### src/rtl/fes_pkg.sv
package fes_pkg;

    typedef enum logic [3:0] {
        ST_IDLE,
        ST_WREN,
        ST_ARM,
        ST_SETUP,
        ST_ERASE,
        ST_HOLD_E,
        ST_HOLD_S,
        ST_DONE,
        ST_ABORT
    } fes_state_e;

    // Cycles needed to cover a duration in nanoseconds, rounded up, at least one.
    function automatic longint ns_to_cyc(input longint hz, input longint ns);
        longint c;
        c = (hz * ns + 64'd999_999_999) / 64'd1_000_000_000;
        if (c < 1) c = 1;
        return c;
    endfunction

endpackage

### src/rtl/fes_phase_timer.sv
module fes_phase_timer #(
    parameter int W = 16
) (
    input  logic         clk,
    input  logic         rst_n,
    input  logic         restart_i,
    input  logic [W-1:0] len_i,
    output logic         expired_o
);
    logic [W-1:0] cnt_d, cnt_q;

    assign expired_o = (cnt_q == len_i - W'(1));

    always_comb begin
        cnt_d = cnt_q;
        if (restart_i)       cnt_d = '0;
        else if (!expired_o) cnt_d = cnt_q + W'(1);
    end

    always_ff @(posedge clk or negedge rst_n) begin
        if (!rst_n) cnt_q <= '0;
        else        cnt_q <= cnt_d;
    end

    // a phase never runs past its programmed length
    p_len_bound_r5: assert property (@(posedge clk) disable iff (!rst_n)
        (!restart_i && $stable(len_i) && expired_o) |=> (expired_o || restart_i || !$stable(len_i)));

endmodule

### src/rtl/fes_watchdog.sv
module fes_watchdog #(
    parameter int LIMIT = 8,
    parameter int W     = $clog2(LIMIT + 1)
) (
    input  logic clk,
    input  logic rst_n,
    input  logic arm_i,
    input  logic kick_i,
    output logic overflow_o
);
    logic [W-1:0] cnt_d, cnt_q;

    assign overflow_o = arm_i && !kick_i && (cnt_q == W'(LIMIT - 1));

    always_comb begin
        cnt_d = cnt_q;
        if (!arm_i || kick_i)          cnt_d = '0;
        else if (cnt_q != W'(LIMIT-1)) cnt_d = cnt_q + W'(1);
    end

    always_ff @(posedge clk or negedge rst_n) begin
        if (!rst_n) cnt_q <= '0;
        else        cnt_q <= cnt_d;
    end

    // a kick always clears the pending expiry
    p_kick_clears_r11: assert property (@(posedge clk) disable iff (!rst_n)
        (arm_i && kick_i) |=> (cnt_q == '0));

    // a disarmed guard starts from zero
    p_disarm_reset_r12: assert property (@(posedge clk) disable iff (!rst_n)
        !arm_i |=> (cnt_q == '0));

endmodule

### src/rtl/fes_set_decode.sv
module fes_set_decode #(
    parameter int NUM_SETS = 2,
    parameter int SET_W    = $clog2(NUM_SETS)
) (
    input  logic [SET_W-1:0]    idx_i,
    output logic [NUM_SETS-1:0] onehot_o
);
    for (genvar g = 0; g < NUM_SETS; g++) begin : g_set
        assign onehot_o[g] = (idx_i == SET_W'(g));
    end
endmodule

### src/rtl/fes_erase_seq.sv
module fes_erase_seq
    import fes_pkg::*;
#(
    parameter longint CLK_HZ   = 50_000_000,
    parameter int     NUM_BLK  = 8,
    parameter int     NUM_SETS = 2,
    parameter int     SET_LOG2 = 17,
    parameter int     ADDR_W   = SET_LOG2 + $clog2(NUM_SETS)
) (
    input  logic                clk,
    input  logic                rst_n,
    input  logic                start_i,
    input  logic [NUM_BLK-1:0]  blk_mask_i,
    input  logic [ADDR_W-1:0]   addr_i,
    input  logic                wdt_kick_i,
    output logic                we_o,
    output logic [NUM_BLK-1:0]  blk_sel_o,
    output logic [NUM_SETS-1:0] esu_o,
    output logic [NUM_SETS-1:0] ers_o,
    output logic                wdt_armed_o,
    output logic                busy_o,
    output logic                done_o,
    output logic                err_o,
    output logic                abort_o
);
    localparam int C_WREN  = int'(ns_to_cyc(CLK_HZ, 10_000));
    localparam int C_SETUP = int'(ns_to_cyc(CLK_HZ, 200_000));
    localparam int C_ERASE = int'(ns_to_cyc(CLK_HZ, 5_000_000));
    localparam int C_HOLD  = int'(ns_to_cyc(CLK_HZ, 10_000));
    localparam int C_WDT   = int'(ns_to_cyc(CLK_HZ, 5_300));
    localparam int TMR_W   = $clog2(C_ERASE + 1);
    localparam int SET_W   = $clog2(NUM_SETS);

    typedef struct packed {
        fes_state_e         state;
        logic [NUM_BLK-1:0] mask;
        logic [SET_W-1:0]   set_idx;
        logic               err;
    } seq_t;

    seq_t seq_d, seq_q;

    logic               phase_end;
    logic               wdt_ovf;
    logic               wdt_arm;
    logic               esu_phase;
    logic [TMR_W-1:0]   phase_len;
    logic [NUM_SETS-1:0] set_oh;
    logic               unused_addr_lo;

    assign unused_addr_lo = ^addr_i[SET_LOG2-1:0];

    // ---------------- phase length and guard windows ----------------
    always_comb begin
        case (seq_q.state)
            ST_WREN:              phase_len = TMR_W'(C_WREN);
            ST_SETUP:             phase_len = TMR_W'(C_SETUP);
            ST_ERASE:             phase_len = TMR_W'(C_ERASE);
            ST_HOLD_E, ST_HOLD_S: phase_len = TMR_W'(C_HOLD);
            default:              phase_len = TMR_W'(1);
        endcase
    end

    assign esu_phase = (seq_q.state == ST_SETUP) || (seq_q.state == ST_ERASE) ||
                       (seq_q.state == ST_HOLD_E);
    assign wdt_arm   = esu_phase || (seq_q.state == ST_ARM) || (seq_q.state == ST_HOLD_S);

    // ---------------- next-state ----------------
    always_comb begin
        seq_d = seq_q;
        case (seq_q.state)
            ST_IDLE: begin
                if (start_i) begin
                    seq_d.mask    = blk_mask_i;
                    seq_d.set_idx = addr_i[ADDR_W-1 -: SET_W];
                    seq_d.err     = (blk_mask_i == '0);
                    seq_d.state   = (blk_mask_i == '0) ? ST_DONE : ST_WREN;
                end
            end
            ST_WREN:   if (phase_end) seq_d.state = ST_ARM;
            ST_ARM:    seq_d.state = ST_SETUP;
            ST_SETUP: begin
                if (wdt_ovf)        seq_d.state = ST_ABORT;
                else if (phase_end) seq_d.state = ST_ERASE;
            end
            ST_ERASE: begin
                if (wdt_ovf)        seq_d.state = ST_ABORT;
                else if (phase_end) seq_d.state = ST_HOLD_E;
            end
            ST_HOLD_E: begin
                if (wdt_ovf)        seq_d.state = ST_ABORT;
                else if (phase_end) seq_d.state = ST_HOLD_S;
            end
            ST_HOLD_S: if (phase_end) seq_d.state = ST_DONE;
            ST_DONE:   seq_d.state = ST_IDLE;
            ST_ABORT:  seq_d.state = ST_IDLE;
            default:   seq_d.state = ST_IDLE;
        endcase
    end

    always_ff @(posedge clk or negedge rst_n) begin
        if (!rst_n) seq_q <= '{state: ST_IDLE, mask: '0, set_idx: '0, err: 1'b0};
        else        seq_q <= seq_d;
    end

    // ---------------- sub-blocks ----------------
    fes_phase_timer #(.W(TMR_W)) u_timer (
        .clk       (clk),
        .rst_n     (rst_n),
        .restart_i (seq_d.state != seq_q.state),
        .len_i     (phase_len),
        .expired_o (phase_end)
    );

    fes_watchdog #(.LIMIT(C_WDT)) u_wdog (
        .clk        (clk),
        .rst_n      (rst_n),
        .arm_i      (wdt_arm),
        .kick_i     (wdt_kick_i),
        .overflow_o (wdt_ovf)
    );

    fes_set_decode #(.NUM_SETS(NUM_SETS), .SET_W(SET_W)) u_dec (
        .idx_i    (seq_q.set_idx),
        .onehot_o (set_oh)
    );

    // ---------------- outputs ----------------
    assign we_o        = (seq_q.state == ST_WREN) || wdt_arm;
    assign blk_sel_o   = wdt_arm ? seq_q.mask : '0;
    assign esu_o       = esu_phase ? set_oh : '0;
    assign ers_o       = (seq_q.state == ST_ERASE) ? set_oh : '0;
    assign wdt_armed_o = wdt_arm;
    assign busy_o      = (seq_q.state != ST_IDLE);
    assign done_o      = (seq_q.state == ST_DONE);
    assign err_o       = (seq_q.state == ST_DONE) && seq_q.err;
    assign abort_o     = (seq_q.state == ST_ABORT);

    // ---------------- assertions ----------------
    p_sel_after_we_r2: assert property (@(posedge clk) disable iff (!rst_n)
        $rose(|blk_sel_o) |-> $past(we_o));

    p_esu_needs_arm_r3: assert property (@(posedge clk) disable iff (!rst_n)
        (|esu_o) |-> wdt_armed_o);

    p_ers_inside_esu_r4: assert property (@(posedge clk) disable iff (!rst_n)
        (|ers_o) |-> ((ers_o & ~esu_o) == '0));

    p_esu_after_ers_r6: assert property (@(posedge clk) disable iff (!rst_n)
        ($fell(|ers_o) && !abort_o) |-> (|esu_o));

    p_one_set_r7: assert property (@(posedge clk) disable iff (!rst_n)
        $onehot0(esu_o));

    p_zero_mask_r10: assert property (@(posedge clk) disable iff (!rst_n)
        (!busy_o && start_i && blk_mask_i == '0) |=> (done_o && err_o && !we_o));

    p_abort_quiet_r11: assert property (@(posedge clk) disable iff (!rst_n)
        abort_o |-> (!we_o && blk_sel_o == '0 && esu_o == '0 && ers_o == '0 && !wdt_armed_o && !done_o));

    p_abort_idle_r11: assert property (@(posedge clk) disable iff (!rst_n)
        abort_o |=> !busy_o);

endmodule

### config.mk
export PLATFORM = sky130hd
export DESIGN_NAME = fes_erase_seq
export DESIGN_NICKNAME = d
export VERILOG_FILES = /design/src/rtl/fes_pkg.sv /design/src/rtl/fes_phase_timer.sv /design/src/rtl/fes_watchdog.sv /design/src/rtl/fes_set_decode.sv /design/src/rtl/fes_erase_seq.sv
export SDC_FILE = /design/constraint.sdc
export NUM_CORES = 1
export LEC_CHECK = 0
export BUFFER_PORTS_ARGS = -buffer_cell sky130_fd_sc_hd__clkbuf_2
export CORE_ASPECT_RATIO = 1.2
export CORE_UTILIZATION = 30
export DETAILED_ROUTE_END_ITERATION = 8
export PLACE_DENSITY = 0.5
export SYNTH_ARGS = -nofsm -noshare
export SYNTH_HDL_FRONTEND = slang
export SYNTH_SLANG_ARGS = --single-unit
### constraint.sdc
create_clock -name clk -period 2.7 [get_ports clk]
set_clock_uncertainty 0.05 [all_clocks]
set_input_delay 0.405 -clock clk [delete_from_list [all_inputs] [get_ports clk]]
set_output_delay 0.405 -clock clk [all_outputs]
set_load 0.01 [all_outputs]
## Word-level counts from Yosys, hierarchy flattened

Cells that the tools add are included.
Widths: inputs -> output; s select.

- $add $sub $neg: 3
- $mul: 0
- Divide/modulo/power cells: 0
- $lt $le $gt $ge: 0
- Eq/ne operators: 13
- Shift operators: 0
- Mux-type cells: 19
- Bitwise gates (word level): 1
- Reductions and logical operators: 17

Operators by type and width:

| kind | number |
|---|---|
| $pmux 18 s3 | 1 |
| $mux 18 | 2 |
| $mux 4 | 8 |
| $pmux 4 s7 | 1 |
| $add 18x1->18 const B | 1 |
| $eq 18x18->1 | 1 |
| $mux 9 | 2 |
| $sub 18x1->18 const B | 1 |
| $eq 4x3->1 const B | 4 |
| $mux 14 | 1 |
| $add 9x1->9 const B | 1 |
| $eq 9x9->1 const B | 1 |
| $ne 9x9->1 const B | 1 |
| $eq 4x2->1 const B | 2 |
| $logic_not 8->1 | 1 |
| $mux 8 | 1 |
| $logic_or 1x1->1 | 6 |
| $eq 4x1->1 const B | 1 |
| $eq 4x4->1 const B | 1 |
| $logic_not 4->1 | 1 |
| $mux 2 | 2 |
| $ne 4x4->1 | 1 |
| $reduce_bool 4->1 | 1 |
| $logic_and 1x1->1 | 3 |
| 7 further kinds | 8 |

- Flip-flop bits (word level): 41
- Latch bits: 0
- Memory bits (writable): 0
- Bits in read-only memories: 0
- Output and inout port bits: 18
- Logic and storage cells: 59
- Memories kept: 0

## Longest topological paths before layout

Gate-level depths: netlist (run 1).

- Word-level depth: 11
- Depth in mapped cells: 10
- Depth with buffers taken out: 9

## By module

From an unflattened synthesis (run 1), not the netlist that was laid out.

- Cells, all modules: 347
- Area total of the unflattened synthesis: 3084.2 µm²

Modules (own cells, without submodules):

| module | instances | cells an instance | area each (µm²) | seq. area each (µm²) |
|---|---|---|---|---|
| fes_phase_timer | 1 | 196 | 1639.1 | 450.4 |
| fes_erase_seq | 1 | 96 | 935.9 | 350.3 |
| fes_watchdog | 1 | 53 | 498.0 | 225.2 |
| fes_set_decode | 1 | 2 | 11.3 | 0.0 |

## Worst setup path after synthesis (run 1)

No wires, ideal clock.

- Path type: register to register
- Start: reg u_timer.cnt_q[14]
- End: reg u_timer.cnt_q[11]
- Setup time: 119 ps
- Data arrival time: 2291 ps
- Required time: 2531 ps
- Slack: 241 ps
- Cell stages (with the launch flop): 9
- Path buffers: 1
- Path through: dfrtp_1 or4_4 nor3_2 a41oi_1 or4_4 nor3_4 o31a_4 buf_6 nor2_1

- Cells in the longest elaborated chain, start to end: 6
- Elaborated cells on any way between the ends: 13

RTL lines:

| what | RTL line | source |
|---|---|---|
| from (decl) | fes_phase_timer.sv:10 | `logic [W-1:0] cnt_d, cnt_q;` |
| from (signal assigned) | fes_phase_timer.sv:22 | `else cnt_q <= cnt_d;` |
| $eq 18x18->1 (*) | fes_phase_timer.sv:12 | `assign expired_o = (cnt_q == len_i - W'(1));` |
| $mux 4, on equally long branches | fes_erase_seq.sv:92, fes_erase_seq.sv:84, fes_erase_seq.sv:88 |  |
| $mux 4, on equally long branches | fes_erase_seq.sv:91, fes_erase_seq.sv:83, fes_erase_seq.sv:87 |  |
| $pmux 4 s7 | fes_erase_seq.sv:71 | `case (seq_q.state)` |
| $ne 4x4->1 | fes_erase_seq.sv:110 | `.restart_i (seq_d.state != seq_q.state),` |
| $ne 2x1->1 (no source line) / $mux 18 (equally long branches) | - |  |

Every way passes the cells marked *; elsewhere a longest branch is shown, timed or not.
A chain may end at the register's enable or synchronous reset.

==> flow_summary.json, run 1 <==
{
  "reg2regPathDepth": 8,
  "place_congestion": 0.796,
  "largest_net_degree_at_the_start_of_global_routing": 22,
  "p_switching_uw": 257,
  "pre_cts_slack_ns": -0.0726,
  "gr-total-overflow": 0,
  "floorplan.die_area_um2": 8460,
  "p_total_mw": 1.13,
  "antennaDiodeCount": 0,
  "drive_gt1_share_pct": 25.9,
  "synth-xor-area-share_pct": 8.66,
  "power.internal_uw": 873,
  "critical_path.slowest_cell": "or4_4",
  "worst-path-max-fanout": 4,
  "row_count": 35,
  "post-dp-hpwl_mm": 3.89,
  "vias": 1996,
  "grt_pass1_wl_mm": 9.14,
  "power_density_nw_per_um2": 383,
  "worst_path_cell_trace": "or4_4, nor3_4, a41oi_2, or4_4, nor3_4, buf_4, mux2i_1, o311ai_2",
  "timing.fmax_mhz": 376,
  "syn_inst": 262,
  "finalWorstPathRequiredPeriod_ns": 2.66,
  "report.final.hold_viol_count": 0,
  "htree_num_levels": 2,
  "startpoint": "u_timer.cnt_q[15]",
  "syn_nets": 295,
  "die-height_um": 101,
  "rr_startpoint": "u_timer.cnt_q[15]",
  "outcome": "finished with violations",
  "cp_data_arrival_time_ns": 2.77,
  "cp-end-kind": "flop",
  "groute.usage.overall_pct": 13.5,
  "globalRouteMet3Util_pct": 2.78,
  "grt.busiest_layer": "met2",
  "grt.met1_usage_pct": 16.8,
  "final_net_count": 345,
  "synth_area_leader_cell": "dfrtp_1",
  "synthArstFlopShare_pct": 100,
  "max-clock-path-buffers": 2,
  "yosysMostFrequentCell": "nor2_1",
  "yosysWarningCount": 0,
  "hold_path_class": "in -> async",
  "worst_setup_path_start_kind": "flop",
  "cts_num_sinks": 41,
  "final-setup-viol-count": 0,
  "largest_cells_by_area_after_synthesis": "dfrtp_1, nor2_1, xor2_1",
  "layout-area-overhead-vs-synth_pct": 21.3,
  "timing.setup.critical_path_class": "reg -> reg",
  "postSynthAreaPerCell_um2": 9.27,
  "width_of_the_die_um": 84.1,
  "initial_utilization_pct": 31.3,
  "cts.reportedPaths.clkPinSlew_ns": 0.09,
  "total_leakage_power_nw": 1.38,
  "fp.coreArea_um2": 7750,
  "synthDominantCellAreaShare_pct": 42.2,
  "clock_insertion_delay_worst_skew_ns": 0.30,
  "clkPwrFrac_pct": 40.8,
  "root_cell_of_the_clock_tree": "clkbuf_8",
  "grtUsageMet2_pct": 23.5,
  "first_global_vias": 1935,
  "timing.slew.headroom_pct": 67.6,
  "cts-hold-fix-buffers": 0,
  "wl_per_cell_um": 12.9,
  "first_iter_violations": 59,
  "worst_slack_ns": 0.0385,
  "largest_family_of_logic_cells_by_synthesized_area": "simple AND/OR/NAND/NOR gates",
  "power.combinational.fraction_pct": 4.1,
  "detailedRoute.firstPassIterationCount": 6,
  "ys_types": 50,
  "drt.antenna.violating_nets": 0,
  "synth_flop_cell": "dfrtp_1",
  "avgViaCountPerCell": 4.93,
  "worstMarginPinSlew_ns": 0.480,
  "yosys.area_share.adder_pct": 1.55,
  "swShare_pct": 22.8,
  "failed_checks": "design-rule violations",
  "ys_ff_latch": 41,
  "multi_input_comb_area_um2": 1350,
  "post_synth_and_or_nand_nor_area_fraction_pct": 29.4,
  "cts_inserted_buffers": 5,
  "worst_ep_required_time_ns": 2.81,
  "ff_latch_area_um2": 1030,
  "cts_tree": "built",
  "synth.cells.most_frequent": "nor2_1, dfrtp_1, nand2_1",
  "port-buffer-count": 30,
  "maxCapViolCount": 0,
  "syn-cell-area_um2": 2430,
  "synth_edf_count": 0,
  "drt_drc_violations_left": 2,
  "rsz0062_at_grt": "yes",
  "timing.final.max_slew_violations": 0,
  "io_pins": 48,
  "tns_ns": 0,
  "seq_area_frac_synth_pct": 42.2,
  "synthMuxAreaShare_pct": 5.00,
  "fraction_of_the_mapped_netlist_area_in_compound_gates_pct": 10.3,
  "fillerInstances": 785,
  "power.share.sequential_pct": 55.1,
  "utilization_pct": 38.0,
  "peakVddDrop_mv": 0.163,
  "timing.critical_path.slowest_cell_delay_ns": 0.54,
  "period_share_pct": 98.6,
  "antenna_found_initial": 0,
  "drt-total-wl_mm": 5.24
}
## power by group through the flow
| stage | Sequential [mW] | Clock [mW] | Combinational [mW] |
|---|---|---|---|
| 2_1_floorplan | 0.634 | 0 | 0.0154 |
| 5_1_grt | 0.624 | 0.498 | 0.0542 |
| 4_1_cts | 0.623 | 0.479 | 0.0489 |
| 3_5_place_dp | 0.635 | 0 | 0.0489 |
| 3_3_place_gp | 0.635 | 0 | 0.0482 |
| 6_report | 0.623 | 0.460 | 0.0465 |
## routing by layer
metal | routed length [µm] | share of wire (%)
met1 | 2370 | 45
met3 | 142 | 2.7
met2 | 2660 | 51
met4 | 60 | 1.1
met5 | 0 | 0
## cell usage in the layout (no fill, tap or decap), types with 2 or more instances in the layout
cell type	netlist	routed
mux2_2	9	9
o211ai_1	2	2
nand2b_1	3	3
or4_4	2	2
a21oi_1	5	5
clkbuf_2	1	30
ha_1	3	3
a21boi_0	2	2
o21ai_0	8	7
inv_1	6	6
o21ai_1	2	3
nor2_1	42	42
and3_1	6	6
nor2b_1	3	3
o31ai_1	2	2
nand4_1	4	4
clkbuf_8	0	7
buf_4	0	22
nand3b_1	3	3
xnor2_1	7	7
nand2_1	23	23
mux2i_1	2	2
nor3b_1	2	2
dfrtp_1	41	41
and2_1	16	16
a41oi_1	4	3
nor4_1	3	3
nor3_4	1	2
nor3_1	5	5
xor2_1	17	17
o21a_1	2	2
nand3_1	9	9
## state kept, by name, summed over array words and instances, names as in the netlist
| name | cells |
|---|---|
| seq_q | 14 |
| u_timer.cnt_q | 18 |
| u_wdog.cnt_q | 9 |
## final timing paths
path | endpoint | slack, ns
min in group clk | seq_q[1] | 0.29
max in group asynchronous | seq_q[10] | 2.35
hold reg to reg | seq_q[0] | 0.43
setup / recovery | seq_q[11] | 0.04
hold / removal | u_timer.cnt_q[9] | 0.03
setup reg to reg | seq_q[11] | 0.04
## cell type report
| cell class | count | area share, % |
|---|---|---|
| Multi-Input combinational cell | 205 | 45.9 |
| Inverter | 6 | 0.764 |
| Clock inverter | 1 | 0.297 |
| Timing Repair Buffer | 53 | 11.1 |
| Tap cell | 92 | 3.91 |
| Sequential cell | 41 | 34.8 |
| Clock buffer | 7 | 3.27 |
## critical path, delay by kind of cell (launching register included)
family                 cells  cell delay [ns]
AND/OR/NAND/NOR            4             1.53
buffers and inverters      1             0.17
flip-flops                 1             0.43
AO/OA/AOI/OAI              2             0.14
multiplexers               1             0.20
## repair_timing
| action | 4_1_cts | 5_1_grt |
|---|---|---|
| hold endpoints to repair | 0 | 0 |
| pin swaps | 0 | 5 |
| gates resized for setup | 1 | 4 |
| setup endpoints to repair | 21 | 21 |
| buffers inserted | 0 | 5 |
| cloned | 0 | 0 |
## cells by family (layout without fill, tap and decap cells)
logic type	Yosys count	in the layout
compound gates	35	35
xor+xnor	24	24
fa+ha+maj	3	3
buf+inv	16	67
flops	41	41
mux	11	11
simple gates	132	132
## metrics by stage
stage	instance area (µm²)	hold slack (ns)	cells
after CTS	2890	0.0359	400
after detailed placement	2780	0.357	392
after floorplan	2430	0.0594	262
after global placement	2780	0.357	392
final	2950	0.0265	405
after global routing	2950	0.0511	405
No activity file was read; power rests on OpenSTA's default activity.
==> run 2, diff against run 1 <==
CTS_BUF_LIST = sky130_fd_sc_hd__clkbuf_2   (was default)
==> run 2 against run 1 <==
The flow still finishes with violations (design-rule violations). Global-route usage about the same. Critical path type unchanged. Flip-flop and latch count unchanged. Sequential power about the same. Core utilization down 0.86 points. First-iteration DRC count down 8.5%. Die area unchanged. Highest routed layer unchanged. Hold slack better by 0.12 ns. Sequential share of layout area up 0.80 points. Cell count down 0.25%. Maximum frequency up 4.1%. Critical path depth up 1.
==> flow_summary.json, run 2 (same netlist as run 1, synthesis figures left out) <==
{
  "hold_path_class": "in -> reg",
  "cts.reportedPaths.clkPinSlew_ns": 0.24,
  "cp.buffers_inverters": 2,
  "initial_utilization_pct": 31.3,
  "peakVddDrop_mv": 0.177,
  "post-dp-hpwl_mm": 3.89,
  "fillerInstances": 792,
  "rsz0062_at_grt": "yes",
  "timing.fmax_mhz": 391,
  "groute.usage.overall_pct": 13.5,
  "critical_path.top_delay_family": "simple AND/OR/NAND/NOR gates",
  "drive_gt1_share_pct": 24.7,
  "largest-register": "u_timer.cnt_q",
  "place_congestion": 0.796,
  "min-delay-start": "addr_i[17]",
  "final-setup-viol-count": 0,
  "cts_num_sinks": 41,
  "fp.coreArea_um2": 7750,
  "worst_setup_path_start_kind": "flop",
  "first_global_vias": 1931,
  "power_density_nw_per_um2": 329,
  "placed_cells": 392,
  "root_cell_of_the_clock_tree": "clkbuf_2",
  "vias": 1976,
  "worst-path-max-fanout": 6,
  "avgViaCountPerCell": 4.89,
  "rr_startpoint": "u_timer.cnt_q[14]",
  "cp-end-kind": "flop",
  "startpoint": "u_timer.cnt_q[14]",
  "detailedRoute.firstPassIterationCount": 6,
  "antenna_found_initial": 0,
  "period_share_pct": 94.7,
  "critical_path.slowest_cell": "or4_4",
  "cts_inserted_buffers": 5,
  "biggestRegsByFlops": "u_timer.cnt_q (18), seq_q (14), u_wdog.cnt_q (9)",
  "htree_num_levels": 2,
  "report.final.hold_viol_count": 0,
  "io_pins": 48,
  "cp_data_arrival_time_ns": 2.83,
  "worst_ep_required_time_ns": 2.97,
  "width_of_the_die_um": 84.1,
  "drt.antenna.violating_nets": 0,
  "drt-total-wl_mm": 5.21,
  "layout.cells.most_common": "nor2_1",
  "cts_tree": "built",
  "wl_per_cell_um": 12.9,
  "antennaDiodeCount": 0,
  "mostFrequentLayoutCells": "nor2_1, dfrtp_1, clkbuf_2, nand2_1, buf_4",
  "failed_checks": "design-rule violations",
  "total_leakage_power_nw": 1.34,
  "layout-area-overhead-vs-synth_pct": 18.6,
  "outcome": "finished with violations",
  "final_net_count": 344,
  "largest_register_ff_count": 18,
  "cp_common_cell": "or4_4",
  "row_count": 35,
  "worst_slack_ns": 0.144,
  "timing.final.max_slew_violations": 0,
  "maxCapViolCount": 0,
  "drt_drc_violations_left": 2,
  "grt_pass1_wl_mm": 9.19,
  "timing.setup.critical_path_class": "reg -> reg",
  "timing.critical_path.slowest_cell_delay_ns": 0.55,
  "port-buffer-count": 30,
  "largest_net_degree_at_the_start_of_global_routing": 22,
  "finalWorstPathRequiredPeriod_ns": 2.56,
  "worstMarginPinSlew_ns": 0.483,
  "clock_insertion_delay_worst_skew_ns": 0.42,
  "fin_hold_ws_ns": 0.151,
  "first_iter_violations": 54,
  "post_layout_nonfiller_instances": 404,
  "max-clock-path-buffers": 2,
  "tns_ns": 0,
  "die-height_um": 101,
  "pre_cts_slack_ns": -0.0726,
  "timing.slew.headroom_pct": 67.4,
  "floorplan.die_area_um2": 8460,
  "worst_path_cell_trace": "or4_4, nor3_2, a41oi_1, or4_4, nor3_4, buf_12, buf_4, nor3b_1, o21a_1",
  "p_total_uw": 948,
  "gr-total-overflow": 0
}
## run 2: what timing repair did
| action | CTS | global route |
|---|---|---|
| setup buffers | 2 | 1 |
| pin swaps | 2 | 3 |
| gates resized for setup | 1 | 5 |
| hold buffers | 1 | 0 |
| setup endpoints to repair | 21 | 26 |
| hold endpoints to repair | 41 | 0 |
## run 2: area by class of cell
class	instances	area (µm²)	area share [%]
sequential	41	1030	35.6
tap	92	115	4.00
clock inverter	3	16.3	0.565
inverter	6	22.5	0.782
timing repair buffer	52	334	11.6
multi-input combinational	205	1340	46.6
clock buffer	5	25.0	0.869
## run 2: worst paths after layout
kind / to / slack [ns] / depth (start not counted)
worst max-delay path: u_timer.cnt_q[1] / 0.14 / 9
worst min-delay path: seq_q[1] / 0.15 / 2
worst max register to register: u_timer.cnt_q[1] / 0.14 / 9
worst min register to register: seq_q[0] / 0.45 / 2
max in group asynchronous: u_timer.cnt_q[6] / 1.94 / 3
min in group asynchronous: u_timer.cnt_q[9] / 0.41 / 3
## run 2: power by group
group / leakage [nW] / switching, mW / internal, mW
logic: 0.763 / 0.0276 / 0.0202
registers: 0.550 / 0.00580 / 0.619
clock network: 0.0284 / 0.214 / 0.0617
total: 1.34 / 0.247 / 0.701
## run 2: metrics by stage
| step | instance area [µm²] | utilization (%) |
|---|---|---|
| detailed placement | 2780 | 35.9 |
| finish | 2880 | 37.2 |
| global route | 2880 | 37.2 |
| global placement | 2780 | 35.9 |
| CTS | 2850 | 36.8 |
| floorplan | 2430 | - |
## run 2: layer usage
metal | wire (µm) | global-route usage (%) | vias to the layer above
li1 | - | - | 1008
met1 | 2410 | 16.9 | 939
met2 | 2610 | 23.5 | 25
met3 | 137 | 2.46 | 4
met4 | 55 | 4.38 | 0
met5 | 0 | 0 | -
